<file path="config.mk">
export PLATFORM = sky130hd
export DESIGN_NAME = audio_fifo_irq
export DESIGN_NICKNAME = d
export VERILOG_FILES = /design/src/rtl/audio_fifo_pkg.sv /design/src/rtl/audio_sample_fifo.sv /design/src/rtl/audio_irq_bank.sv /design/src/rtl/audio_fifo_irq.sv
export SDC_FILE = /design/constraint.sdc
export NUM_CORES = 2
export LEC_CHECK = 0
export BUFFER_PORTS_ARGS = -buffer_cell sky130_fd_sc_hd__buf_2
export CAP_MARGIN = 25
export CORE_UTILIZATION = 50
export CTS_BUF_LIST = sky130_fd_sc_hd__clkbuf_8
export DETAILED_ROUTE_END_ITERATION = 6
export GPL_TIMING_DRIVEN = 0
export PLACE_DENSITY = 0.65
export SETUP_SLACK_MARGIN = 0.15
export SYNTH_ARGS = -nofsm -noshare
export SYNTH_HDL_FRONTEND = slang
export SYNTH_SLANG_ARGS = --single-unit
</file>
<file path="constraint.sdc">
create_clock -name clk_i -period 5.3 [get_ports clk_i]
set_clock_uncertainty 0.2 [all_clocks]
set_input_delay 0.795 -clock clk_i [delete_from_list [all_inputs] [get_ports clk_i]]
set_output_delay 0.795 -clock clk_i [all_outputs]
set_load 0.01 [all_outputs]
</file>
<file path="src/rtl/audio_fifo_pkg.sv">
package audio_fifo_pkg;

  localparam int NUM_IRQ   = 4;
  localparam int IRQ_TXWM  = 0;
  localparam int IRQ_RXWM  = 1;
  localparam int IRQ_TXEMP = 2;
  localparam int IRQ_RXOVF = 3;

  localparam logic [5:0] OFF_STATE = 6'h00;
  localparam logic [5:0] OFF_EN    = 6'h04;
  localparam logic [5:0] OFF_TEST  = 6'h08;
  localparam logic [5:0] OFF_CTL   = 6'h0C;
  localparam logic [5:0] OFF_STAT  = 6'h10;
  localparam logic [5:0] OFF_RDATA = 6'h14;
  localparam logic [5:0] OFF_WDATA = 6'h18;
  localparam logic [5:0] OFF_FCTL  = 6'h1C;
  localparam logic [5:0] OFF_LVLS  = 6'h20;

  localparam logic [2:0] RX_CODE_DEFAULT = 3'd2;
  localparam logic [1:0] TX_CODE_DEFAULT = 2'd2;

  typedef logic [7:0] lvl_t;

  function automatic logic [2:0] rx_code_fix(input logic [2:0] code);
    return (code > 3'd4) ? RX_CODE_DEFAULT : code;
  endfunction

  function automatic lvl_t rx_level(input logic [2:0] code);
    case (code)
      3'd0:    return lvl_t'(1);
      3'd1:    return lvl_t'(4);
      3'd3:    return lvl_t'(16);
      3'd4:    return lvl_t'(30);
      default: return lvl_t'(8);
    endcase
  endfunction

  function automatic lvl_t tx_level(input logic [1:0] code);
    case (code)
      2'd0:    return lvl_t'(1);
      2'd1:    return lvl_t'(4);
      2'd2:    return lvl_t'(8);
      default: return lvl_t'(16);
    endcase
  endfunction

endpackage

</file>
<file path="src/rtl/audio_sample_fifo.sv">
module audio_sample_fifo #(
  parameter int DEPTH = 32,
  parameter int DW    = 32
) (
  input  logic                       clk_i,
  input  logic                       rst_ni,
  input  logic                       clr_i,
  input  logic                       push_i,
  input  logic [DW-1:0]              wdata_i,
  input  logic                       pop_i,
  output logic [DW-1:0]              rdata_o,
  output logic [$clog2(DEPTH+1)-1:0] count_o,
  output logic                       full_o,
  output logic                       empty_o
);
  localparam int AW = (DEPTH > 1) ? $clog2(DEPTH) : 1;
  localparam int CW = $clog2(DEPTH + 1);

  logic [AW-1:0] wr_ptr_q, wr_ptr_d, rd_ptr_q, rd_ptr_d;
  logic [CW-1:0] cnt_q, cnt_d;
  logic [DW-1:0] mem_q [DEPTH];
  logic          push_ok, pop_ok;

  function automatic logic [AW-1:0] ptr_inc(input logic [AW-1:0] p);
    return (p == AW'(DEPTH - 1)) ? '0 : p + AW'(1);
  endfunction

  assign full_o  = (cnt_q == CW'(DEPTH));
  assign empty_o = (cnt_q == '0);
  assign push_ok = push_i && !full_o;
  assign pop_ok  = pop_i && !empty_o;
  assign count_o = cnt_q;
  assign rdata_o = empty_o ? '0 : mem_q[rd_ptr_q];

  always_comb begin
    wr_ptr_d = wr_ptr_q;
    rd_ptr_d = rd_ptr_q;
    cnt_d    = cnt_q;
    if (clr_i) begin
      wr_ptr_d = '0;
      rd_ptr_d = '0;
      cnt_d    = '0;
    end else begin
      if (push_ok) wr_ptr_d = ptr_inc(wr_ptr_q);
      if (pop_ok)  rd_ptr_d = ptr_inc(rd_ptr_q);
      cnt_d = cnt_q + CW'(push_ok) - CW'(pop_ok);
    end
  end

  always_ff @(posedge clk_i or negedge rst_ni) begin
    if (!rst_ni) begin
      wr_ptr_q <= '0;
      rd_ptr_q <= '0;
      cnt_q    <= '0;
    end else begin
      wr_ptr_q <= wr_ptr_d;
      rd_ptr_q <= rd_ptr_d;
      cnt_q    <= cnt_d;
    end
  end

  always_ff @(posedge clk_i) begin
    if (push_ok && !clr_i) mem_q[wr_ptr_q] <= wdata_i;
  end

  // occupancy never exceeds the depth
  a_r2_count_bound: assert property (@(posedge clk_i) disable iff (!rst_ni)
    cnt_q <= CW'(DEPTH));
  // push to a full queue alone leaves the count unchanged
  a_r2_full_drop: assert property (@(posedge clk_i) disable iff (!rst_ni)
    (push_i && full_o && !pop_i && !clr_i) |=> $stable(cnt_q));
  // pop from an empty queue alone leaves the count unchanged
  a_r3_empty_pop: assert property (@(posedge clk_i) disable iff (!rst_ni)
    (pop_i && empty_o && !push_i && !clr_i) |=> (cnt_q == '0));
  // soft reset empties the queue in one cycle
  a_r11_clear: assert property (@(posedge clk_i) disable iff (!rst_ni)
    clr_i |=> empty_o);

endmodule

</file>
<file path="src/rtl/audio_irq_bank.sv">
module audio_irq_bank #(
  parameter int N = 4
) (
  input  logic         clk_i,
  input  logic         rst_ni,
  input  logic [N-1:0] hw_set_i,
  input  logic [N-1:0] hw_clr_i,
  input  logic         w1c_we_i,
  input  logic [N-1:0] w1c_i,
  input  logic         test_we_i,
  input  logic [N-1:0] test_i,
  input  logic         en_we_i,
  input  logic [N-1:0] en_i,
  output logic [N-1:0] state_o,
  output logic [N-1:0] en_o,
  output logic [N-1:0] irq_o
);
  logic [N-1:0] state_q, state_d, en_q, en_d;

  always_comb begin
    state_d = state_q & ~hw_clr_i;
    if (w1c_we_i) state_d = state_d & ~w1c_i;
    state_d = state_d | hw_set_i;
    if (test_we_i) state_d = test_i;
    en_d = en_we_i ? en_i : en_q;
  end

  always_ff @(posedge clk_i or negedge rst_ni) begin
    if (!rst_ni) begin
      state_q <= '0;
      en_q    <= '0;
    end else begin
      state_q <= state_d;
      en_q    <= en_d;
    end
  end

  assign state_o = state_q;
  assign en_o    = en_q;
  assign irq_o   = state_q & en_q;

  // a test write forces the latched states to the written bits
  a_r9_test_force: assert property (@(posedge clk_i) disable iff (!rst_ni)
    test_we_i |=> (state_q == $past(test_i)));
  // with no events, a write-one-to-clear removes the selected bits
  a_r9_w1c: assert property (@(posedge clk_i) disable iff (!rst_ni)
    (w1c_we_i && !test_we_i && (hw_set_i == '0)) |=> ((state_q & $past(w1c_i)) == '0));

endmodule

</file>
<file path="src/rtl/audio_fifo_irq.sv">
module audio_fifo_irq
  import audio_fifo_pkg::*;
#(
  parameter int DEPTH = 32,
  parameter int DW    = 32
) (
  input  logic          clk_i,
  input  logic          rst_ni,
  input  logic          reg_we_i,
  input  logic          reg_re_i,
  input  logic [5:0]    reg_addr_i,
  input  logic [31:0]   reg_wdata_i,
  output logic [31:0]   reg_rdata_o,
  input  logic          tx_pop_i,
  output logic [DW-1:0] tx_sample_o,
  input  logic          rx_push_i,
  input  logic [DW-1:0] rx_sample_i,
  output logic [3:0]    irq_o
);
  localparam int CW = $clog2(DEPTH + 1);

  logic wr_state, wr_en, wr_test, wr_ctl, wr_wdata, wr_fctl, rd_data;
  logic [1:0] ctl_q, ctl_d;
  logic [2:0] rx_code_q, rx_code_d;
  logic [1:0] tx_code_q, tx_code_d;

  logic          tx_pop, tx_clr, tx_full, tx_empty, tx_push_ok, tx_pop_ok;
  logic          rx_push, rx_clr, rx_full, rx_empty, rx_push_ok, rx_pop_ok;
  logic [CW-1:0] tx_cnt, rx_cnt;
  logic [DW-1:0] rx_head;
  lvl_t          tx_cnt_nx, rx_cnt_nx, tx_lvl, rx_lvl;
  logic [NUM_IRQ-1:0] hw_set, hw_clr, irq_state, irq_en;

  assign wr_state = reg_we_i && (reg_addr_i == OFF_STATE);
  assign wr_en    = reg_we_i && (reg_addr_i == OFF_EN);
  assign wr_test  = reg_we_i && (reg_addr_i == OFF_TEST);
  assign wr_ctl   = reg_we_i && (reg_addr_i == OFF_CTL);
  assign wr_wdata = reg_we_i && (reg_addr_i == OFF_WDATA);
  assign wr_fctl  = reg_we_i && (reg_addr_i == OFF_FCTL);
  assign rd_data  = reg_re_i && (reg_addr_i == OFF_RDATA);

  // configuration registers
  always_comb begin
    ctl_d     = wr_ctl ? reg_wdata_i[1:0] : ctl_q;
    rx_code_d = wr_fctl ? rx_code_fix(reg_wdata_i[4:2]) : rx_code_q;
    tx_code_d = wr_fctl ? reg_wdata_i[6:5] : tx_code_q;
  end

  always_ff @(posedge clk_i or negedge rst_ni) begin
    if (!rst_ni) begin
      ctl_q     <= '0;
      rx_code_q <= RX_CODE_DEFAULT;
      tx_code_q <= TX_CODE_DEFAULT;
    end else begin
      ctl_q     <= ctl_d;
      rx_code_q <= rx_code_d;
      tx_code_q <= tx_code_d;
    end
  end

  assign tx_pop  = tx_pop_i && ctl_q[0];
  assign rx_push = rx_push_i && ctl_q[1];
  assign tx_clr  = wr_fctl && reg_wdata_i[1];
  assign rx_clr  = wr_fctl && reg_wdata_i[0];

  audio_sample_fifo #(.DEPTH(DEPTH), .DW(DW)) u_tx_fifo (
    .clk_i(clk_i), .rst_ni(rst_ni), .clr_i(tx_clr),
    .push_i(wr_wdata), .wdata_i(reg_wdata_i[DW-1:0]), .pop_i(tx_pop),
    .rdata_o(tx_sample_o), .count_o(tx_cnt), .full_o(tx_full), .empty_o(tx_empty)
  );

  audio_sample_fifo #(.DEPTH(DEPTH), .DW(DW)) u_rx_fifo (
    .clk_i(clk_i), .rst_ni(rst_ni), .clr_i(rx_clr),
    .push_i(rx_push), .wdata_i(rx_sample_i), .pop_i(rd_data),
    .rdata_o(rx_head), .count_o(rx_cnt), .full_o(rx_full), .empty_o(rx_empty)
  );

  // interrupt events
  always_comb begin
    tx_push_ok = wr_wdata && !tx_full;
    tx_pop_ok  = tx_pop && !tx_empty;
    rx_push_ok = rx_push && !rx_full;
    rx_pop_ok  = rd_data && !rx_empty;
    tx_cnt_nx  = lvl_t'(tx_cnt) + lvl_t'(tx_push_ok) - lvl_t'(tx_pop_ok);
    rx_cnt_nx  = lvl_t'(rx_cnt) + lvl_t'(rx_push_ok) - lvl_t'(rx_pop_ok);
    tx_lvl     = tx_level(tx_code_q);
    rx_lvl     = rx_level(rx_code_q);

    hw_set            = '0;
    hw_clr            = '0;
    hw_set[IRQ_TXWM]  = tx_pop_ok && (tx_cnt_nx < tx_lvl);
    hw_clr[IRQ_TXWM]  = wr_wdata && (tx_cnt_nx > tx_lvl);
    hw_set[IRQ_RXWM]  = rx_push_ok && (rx_cnt_nx >= rx_lvl);
    hw_clr[IRQ_RXWM]  = rd_data && (rx_cnt_nx < rx_lvl);
    hw_set[IRQ_TXEMP] = tx_pop && tx_empty;
    hw_clr[IRQ_TXEMP] = wr_wdata;
    hw_set[IRQ_RXOVF] = rx_push && rx_full;
    hw_clr[IRQ_RXOVF] = rd_data;
  end

  audio_irq_bank #(.N(NUM_IRQ)) u_irq (
    .clk_i(clk_i), .rst_ni(rst_ni),
    .hw_set_i(hw_set), .hw_clr_i(hw_clr),
    .w1c_we_i(wr_state), .w1c_i(reg_wdata_i[NUM_IRQ-1:0]),
    .test_we_i(wr_test), .test_i(reg_wdata_i[NUM_IRQ-1:0]),
    .en_we_i(wr_en), .en_i(reg_wdata_i[NUM_IRQ-1:0]),
    .state_o(irq_state), .en_o(irq_en), .irq_o(irq_o)
  );

  // register read mux
  always_comb begin
    case (reg_addr_i)
      OFF_STATE: reg_rdata_o = 32'(irq_state);
      OFF_EN:    reg_rdata_o = 32'(irq_en);
      OFF_CTL:   reg_rdata_o = 32'(ctl_q);
      OFF_STAT:  reg_rdata_o = 32'({rx_empty, tx_empty, rx_full, tx_full});
      OFF_RDATA: reg_rdata_o = 32'(rx_head);
      OFF_FCTL:  reg_rdata_o = 32'({tx_code_q, rx_code_q, 2'b00});
      OFF_LVLS:  reg_rdata_o = 32'(tx_cnt) | (32'(rx_cnt) << 16);
      default:   reg_rdata_o = '0;
    endcase
  end

  // the stored rx code is always one of the five legal codes
  a_r4_rx_code_legal: assert property (@(posedge clk_i) disable iff (!rst_ni)
    rx_code_q <= 3'd4);
  // a push into a full rx queue latches overflow
  a_r8_ovf_set: assert property (@(posedge clk_i) disable iff (!rst_ni)
    (rx_push && rx_full && !wr_test) |=> irq_state[IRQ_RXOVF]);
  // a data write clears tx empty unless an empty pop coincides
  a_r8_txemp_clr: assert property (@(posedge clk_i) disable iff (!rst_ni)
    (wr_wdata && !(tx_pop && tx_empty) && !wr_test) |=> !irq_state[IRQ_TXEMP]);
  // with rx disabled and no read or reset, the rx count holds
  a_r12_rx_gate: assert property (@(posedge clk_i) disable iff (!rst_ni)
    (!ctl_q[1] && !rd_data && !rx_clr) |=> $stable(rx_cnt));
  // with tx disabled and no write or reset, the tx count holds
  a_r12_tx_gate: assert property (@(posedge clk_i) disable iff (!rst_ni)
    (!ctl_q[0] && !wr_wdata && !tx_clr) |=> $stable(tx_cnt));

endmodule

</file>
* Yosys cells after proc, flatten, opt, wreduce, memory -nomap -nowiden
Memories as Yosys holds them, arrays and structs flattened. Cells that the tools add are included.
Storage, ports and cells: flip-flop bits (word level) 47, logic and storage cells 120, input port bits 76, output and inout bits 68, memory bits (writable) 2048, memories kept 2
Memories:
- u_rx_fifo.mem_q | words 32, width 32, rd ports 1, clocked after memory_dff 0, write ports 1, line audio_sample_fifo.sv:21 | logic [DW-1:0] mem_q [DEPTH];
- u_tx_fifo.mem_q | words 32, width 32, rd ports 1, clocked after memory_dff 0, write ports 1, line audio_sample_fifo.sv:21
Cells by class: mux-type cells 26, bitwise logic cells 7, eq/ne operators 19, $lt $le $gt $ge 5, reductions and logical operators 38, add/subtract/negate cells 12
Operators with widths (count):
- $pmux W32 S7 | 1
- $mux W32 | 2
- $mux W5 | 12
- $eq A6 B5 Y1 const B | 4
- $logic_and A1 B1 Y1 | 23
- $or A6 B22 Y22 | 1
- $add A5 B1 Y5 const B | 4
- $eq A5 B5 Y1 const B | 4
- $pmux W5 S4 | 1
- $eq A6 B6 Y1 const B | 3
- $logic_not A6 Y1 | 3
- $lt A8 B8 Y1 | 2
- $sub A7 B1 Y8 | 2
- $pmux W5 S3 | 1
- $add A6 B1 Y7 | 2
- $add A6 B1 Y6 | 2
- $and A4 B4 Y4 | 3
- $eq A6 B4 Y1 const B | 2
- $mux W6 | 2
- $sub A6 B1 Y6 | 2
- $ge A8 B8 Y1 | 1
- $gt A8 B8 Y1 | 1
- $mux W4 | 2
- $not A4 Y4 | 2
- other kinds (14) | 25

* Logic depth before layout (Yosys ltp)
depth in word-level cells 13, depth in mapped cells 18, mapped depth without buffers 17

* Cells and area by module
Synthesis repeated with hierarchy kept, for this count alone.
Second synthesis, totals: cell total of the unflattened synthesis 3732, area total of the unflattened synthesis 82061.2 um^2
By module, submodules not included:
- audio_sample_fifo at u_rx_fifo | cells an instance 1728, area an instance 39949.6 um^2, sequential area each 31149.9 um^2, instances 1
- audio_sample_fifo at u_tx_fifo | cells an instance 1728, area an instance 39945.8 um^2, sequential area each 31149.9 um^2, instances 1
- audio_fifo_irq | cells an instance 240, area an instance 1790.5 um^2, sequential area each 177.7 um^2, instances 1
- audio_irq_bank | cells an instance 36, area an instance 375.4 um^2, sequential area each 200.2 um^2, instances 1

* Worst setup path before layout
OpenSTA, ideal clock, no wires.
kind input-to-reg, start input reg_addr_i[2], end register u_irq.state_q[1], in the netlist u_irq.state_o[1], setup time 0.135 ns, path buffers 1, stages 16, required time 4.965 ns, setup slack 1.044 ns, arrival time 3.921 ns, path through buf_2 > nor2b_1 > nand4_1 > inv_1 > ha_1 > inv_1 > ha_1 > fa_1 > a21oi_1 > o21bai_1 > xor2_1 > ha_1 > a221o_1 > a311o_1 > a31oi_1 > a31oi_1
Between the ends: cells in the longest elaborated chain, start to end 12, elaborated cells between the ends (all ways) 18
RTL lines:
- start, declared | line audio_fifo_irq.sv:11 | input logic [5:0] reg_addr_i,
- $eq A6 B5 Y1 | line audio_fifo_irq.sv:40 | assign rd_data = reg_re_i && (reg_addr_i == OFF_RDATA);
- $logic_and A1 B1 Y1 | line audio_fifo_irq.sv:40
- $logic_and A1 B1 Y1 | line audio_fifo_irq.sv:83 | rx_pop_ok = rd_data && !rx_empty;
- $sub A7 B1 Y8 | line audio_fifo_irq.sv:85 | rx_cnt_nx = lvl_t'(rx_cnt) + lvl_t'(rx_push_ok) - lvl_t'(rx_pop_ok);
- $lt A8 B8 Y1 | line audio_fifo_irq.sv:94 | hw_clr[IRQ_RXWM] = rd_data && (rx_cnt_nx < rx_lvl);
- $logic_and A1 B1 Y1 | line audio_fifo_irq.sv:94
- $not A4 Y4 | line audio_irq_bank.sv:21 | state_d = state_q & ~hw_clr_i;
- $and A4 B4 Y4 | line audio_irq_bank.sv:21
- $and A4 B4 Y4 | line audio_irq_bank.sv:22 | if (w1c_we_i) state_d = state_d & ~w1c_i;
- $mux W4 | line audio_irq_bank.sv:22
- $or A4 B4 Y4 | line audio_irq_bank.sv:23 | state_d = state_d | hw_set_i;
- $mux W4 * | line audio_irq_bank.sv:24 | if (test_we_i) state_d = test_i;
- via u_irq.state_d[1] | line audio_irq_bank.sv:18 | logic [N-1:0] state_q, state_d, en_q, en_d;
- end signal, assigned | line audio_irq_bank.sv:33 | state_q <= state_d;
- end, declared | line audio_irq_bank.sv:18
The timed path passes the listed nets; every way through them passes the cells marked *. A chain may end at the register's enable or synchronous reset.

* Worst setup path after layout
start register u_tx_fifo.rd_ptr_q[1], end output tx_sample_o[2]
Between the ends: cells in the longest elaborated chain, start to end 2
RTL lines:
- start, declared | line audio_sample_fifo.sv:19 | logic [AW-1:0] wr_ptr_q, wr_ptr_d, rd_ptr_q, rd_ptr_d;
- start signal, assigned | line audio_sample_fifo.sv:57 | rd_ptr_q <= rd_ptr_d;
- $mem_v2 Z32 W32
- $mux W32 | line audio_sample_fifo.sv:33 | assign rdata_o = empty_o ? '0 : mem_q[rd_ptr_q];
- end, declared | line audio_fifo_irq.sv:15 | output logic [DW-1:0] tx_sample_o,
No other way between the ends.

==> results by group <==
Worst setup path
  – R2R Setup Slk: 620 ps
  – Crit path capture type: primary output
  – CP Class: flip-flop to primary output
  – Critical Path AT: 4100 ps
  – WP data required: 4300 ps
  – Worst Reg2Reg Path Length in Cells: 17
  – Worst-path maximum fanout: 10
  – Crit start category: flip-flop

Run
  – Max Cap Violations: 0

Clock tree
  – Root buffer cell: clkbuf_8
  – TritonCTS clock tree: built
  – Clock sinks: 2095
  – Maximum buffer depth of the clock tree: 4
  – Clock slew at reported path FFs: 60 ps
  – H-tree depth: 5
  – Num CTS Buffers: 353
  – Clk_lat worst skew: 1030 ps

Synth
  – Synth Area per Inst: 20.8 µm²
  – Post-synth EDFFs: 2048
  – Syn Std Cell Area: 82100 µm²
  – Async set or reset register ratio after synthesis: 0.0224
  – Ys flop type: edfxtp_1
  – Register bit total from synthesis: 2095
  – Synthesized Nets: 4072
  – Register area share after synthesis: 0.763
  – Yosys warns: 0
  – Cell count after synthesis: 3949
  – Synth unique cells: 67

Detailed routing
  – # DRC: 0
  – Final ANT Viol Nets: 0
  – Vias per cell: 6.18
  – Vias: 43216
  – Wirelength, routed: 216 mm
  – DR WL/cell: 30.9 µm
  – DRT iter0 DRCs: 5205
  – Pre-antenna DRT Iters: 6

Cells and area
  – Final Util: 0.579
  – Final #Nets: 4690
  – Share of layout cells above drive strength 1: 0.269
  – Synthesis-to-layout area growth: 14.9%
  – Cell area after layout: 94300 µm²
  – Most frequent cells in the layout: 2048 x edfxtp_1, 434 x mux4_2, 359 x clkbuf_8
  – Most common cell after layout, fill and taps aside: edfxtp_1

Floorplanning
  – Rows: 148
  – Die height: 407 µm
  – Die area: 166000 µm²
  – CORE AREA: 163000 µm²
  – Starting Density: 0.504
  – Top-level port count: 144
  – Die Width: 407 µm

Global routing
  – Residual overflow from global routing: 0
  – Overall Global Routing Usage: 0.259
  – Antenna violations before repair: 12
  – First-pass GRT wire length: 306 mm
  – Vias in the first global route: 43272
  – Largest net degree at the start of global routing: 40

Timing
  – Slew Viols, Final: 0
  – RSZ-0062 raised after global routing: yes
  – Max Freq: 196 MHz
  – Minimum clock period: 5090 ps
  – Period utilisation layout: 0.961
  – Slew @ Worst Pin: 1050 ps
  – Final hold slack: 84.6 ps
  – Final Hold Vio Count: 0
  – Rel. slew slack: 0.298
  – Setup-failing EPs final: 0

Min path
  – Worst Hold Class: input pin to flip-flop
  – WHS Path Cells: 1

Power and ir drop
  – Peak VDD IR: 0.291 mV
  – Power Density: 417 nW/µm²
  – Total power: 39400 µW
  – P_leak: 0.0305 µW

Placed design
  – Global placer's final weighted congestion: 0.826
  – Placed inst area: 87700 µm²
  – Port bufs: 140
  – Hpwl dp: 140 mm

Run status
  – Status: complete, no violations
-- power breakdown --
part	switching, µW	internal (µW)	leakage [µW]	total (µW)
clock	6210	6380	0.00351	12600
combinational	4820	3480	0.00804	8310
sequential	131	18400	0.0190	18500
-- stage by stage --
step	setup WS (ps)	std cells	TNS [ps]
2_1_floorplan	1040	3949	0
3_3_place_gp	-1410	6264	-1903320
3_5_place_dp	-118	6349	-118
4_1_cts	151	6982	0
5_1_grt	130	6991	0
6_report	207	6994	0
-- synth_stat cells (10+ instances only) --
| cell type | instances | area [µm²] |
|---|---|---|
| o32ai_1 | 32 | 280 |
| nand2b_1 | 10 | 62.6 |
| buf_2 | 73 | 365 |
| a211o_1 | 66 | 578 |
| inv_1 | 44 | 165 |
| nand2_1 | 143 | 537 |
| nand3b_1 | 12 | 90.1 |
| mux2i_1 | 261 | 2610 |
| clkbuf_1 | 109 | 409 |
| a21oi_1 | 78 | 390 |
| o221ai_1 | 103 | 902 |
| mux2_2 | 20 | 225 |
| a22oi_1 | 12 | 90.1 |
| edfxtp_1 | 2048 | 61500 |
| ha_1 | 45 | 563 |
| nand3_1 | 18 | 90.1 |
| buf_1 | 27 | 101 |
| mux4_2 | 434 | 9770 |
| nor2_1 | 100 | 375 |
| o21ai_0 | 63 | 315 |
| o22ai_1 | 67 | 419 |
| and2_1 | 11 | 68.8 |
| dfrtp_1 | 45 | 1130 |
-- critical path: stages, from the launching register on --
cell and delay (ps):
dfrtp_1 390, clkbuf_2 230, nand2b_1 220, clkbuf_2 360, clkbuf_2 350, o221ai_1 360
o21ai_0 180, a211o_1 380, a21oi_2 370, buf_2 210
-- path summary, 6_finish.rpt --
check	from	to
max reg2reg	u_rx_fifo.count_o[5]$_DFF_PN0_	u_irq.state_o[1]$_DFF_PN0_
min	reg_wdata_i[24]	u_tx_fifo.mem_q[13][24]$_DFFE_PP_
max	u_tx_fifo.rd_ptr_q[1]$_DFFE_PN0P_	tx_sample_o[2]
min in group asynchronous	rst_ni	u_irq.state_o[1]$_DFF_PN0_
max in group asynchronous	rst_ni	u_rx_fifo.rd_ptr_q[3]$_DFFE_PN0P_
min reg2reg	u_irq.en_o[0]$_DFFE_PN0P_	u_irq.en_o[0]$_DFFE_PN0P_
-- logic make-up after synthesis --
family          Yosys count  share of synthesized area
xor+xnor                  7                   0.000747
mux                     715                      0.154
buf+inv                 264                     0.0137
fa+ha+maj                47                    0.00735
flops                  2095                      0.763
simple gates            353                     0.0203
compound gates          468                     0.0408
-- per-layer routing --
layer  vias to the layer above  track usage  part of all wire
li1                      17877            -                 -
met1                     22689        0.345              0.39
met2                      2204        0.426              0.50
met3                       444       0.0534             0.083
met4                         2       0.0910             0.032
met5                         -            0           0.00026
-- timing repair --
item / in CTS / in global routing
hold buffers: 36 / 0
pin swaps: 0 / 0
setup endpoints to repair: 65 / 14
resized for setup: 88 / 20
endpoints found under the hold margin: 546 / 0
setup buffers: 1 / 0
-- sequential cells by signal (all words and copies together), names as in the netlist --
register / cells
u_rx_fifo.wr_ptr_q: 5
u_rx_fifo.mem_q: 1024
u_irq.state_o: 4
u_irq.en_o: 4
ctl_q: 2
u_tx_fifo.mem_q: 1024
u_tx_fifo.rd_ptr_q: 5
u_tx_fifo.wr_ptr_q: 5
tx_code_q: 2
u_rx_fifo.count_o: 6
u_rx_fifo.rd_ptr_q: 5
rx_code_q: 3
u_tx_fifo.count_o: 6
-- final cells by class --
cell class	instances	area (µm²)
Timing Repair Buffer	263	2810
Multi-Input combinational cell	1590	18800
Sequential cell	2095	62700
Tap cell	2175	2720
Fill cell	11987	68600
Clock inverter	237	1030
Inverter	46	173
Clock buffer	359	4940
Antenna cell	11	27.5
Buffer	218	1140
No activity file was read; power rests on OpenSTA's default activity.
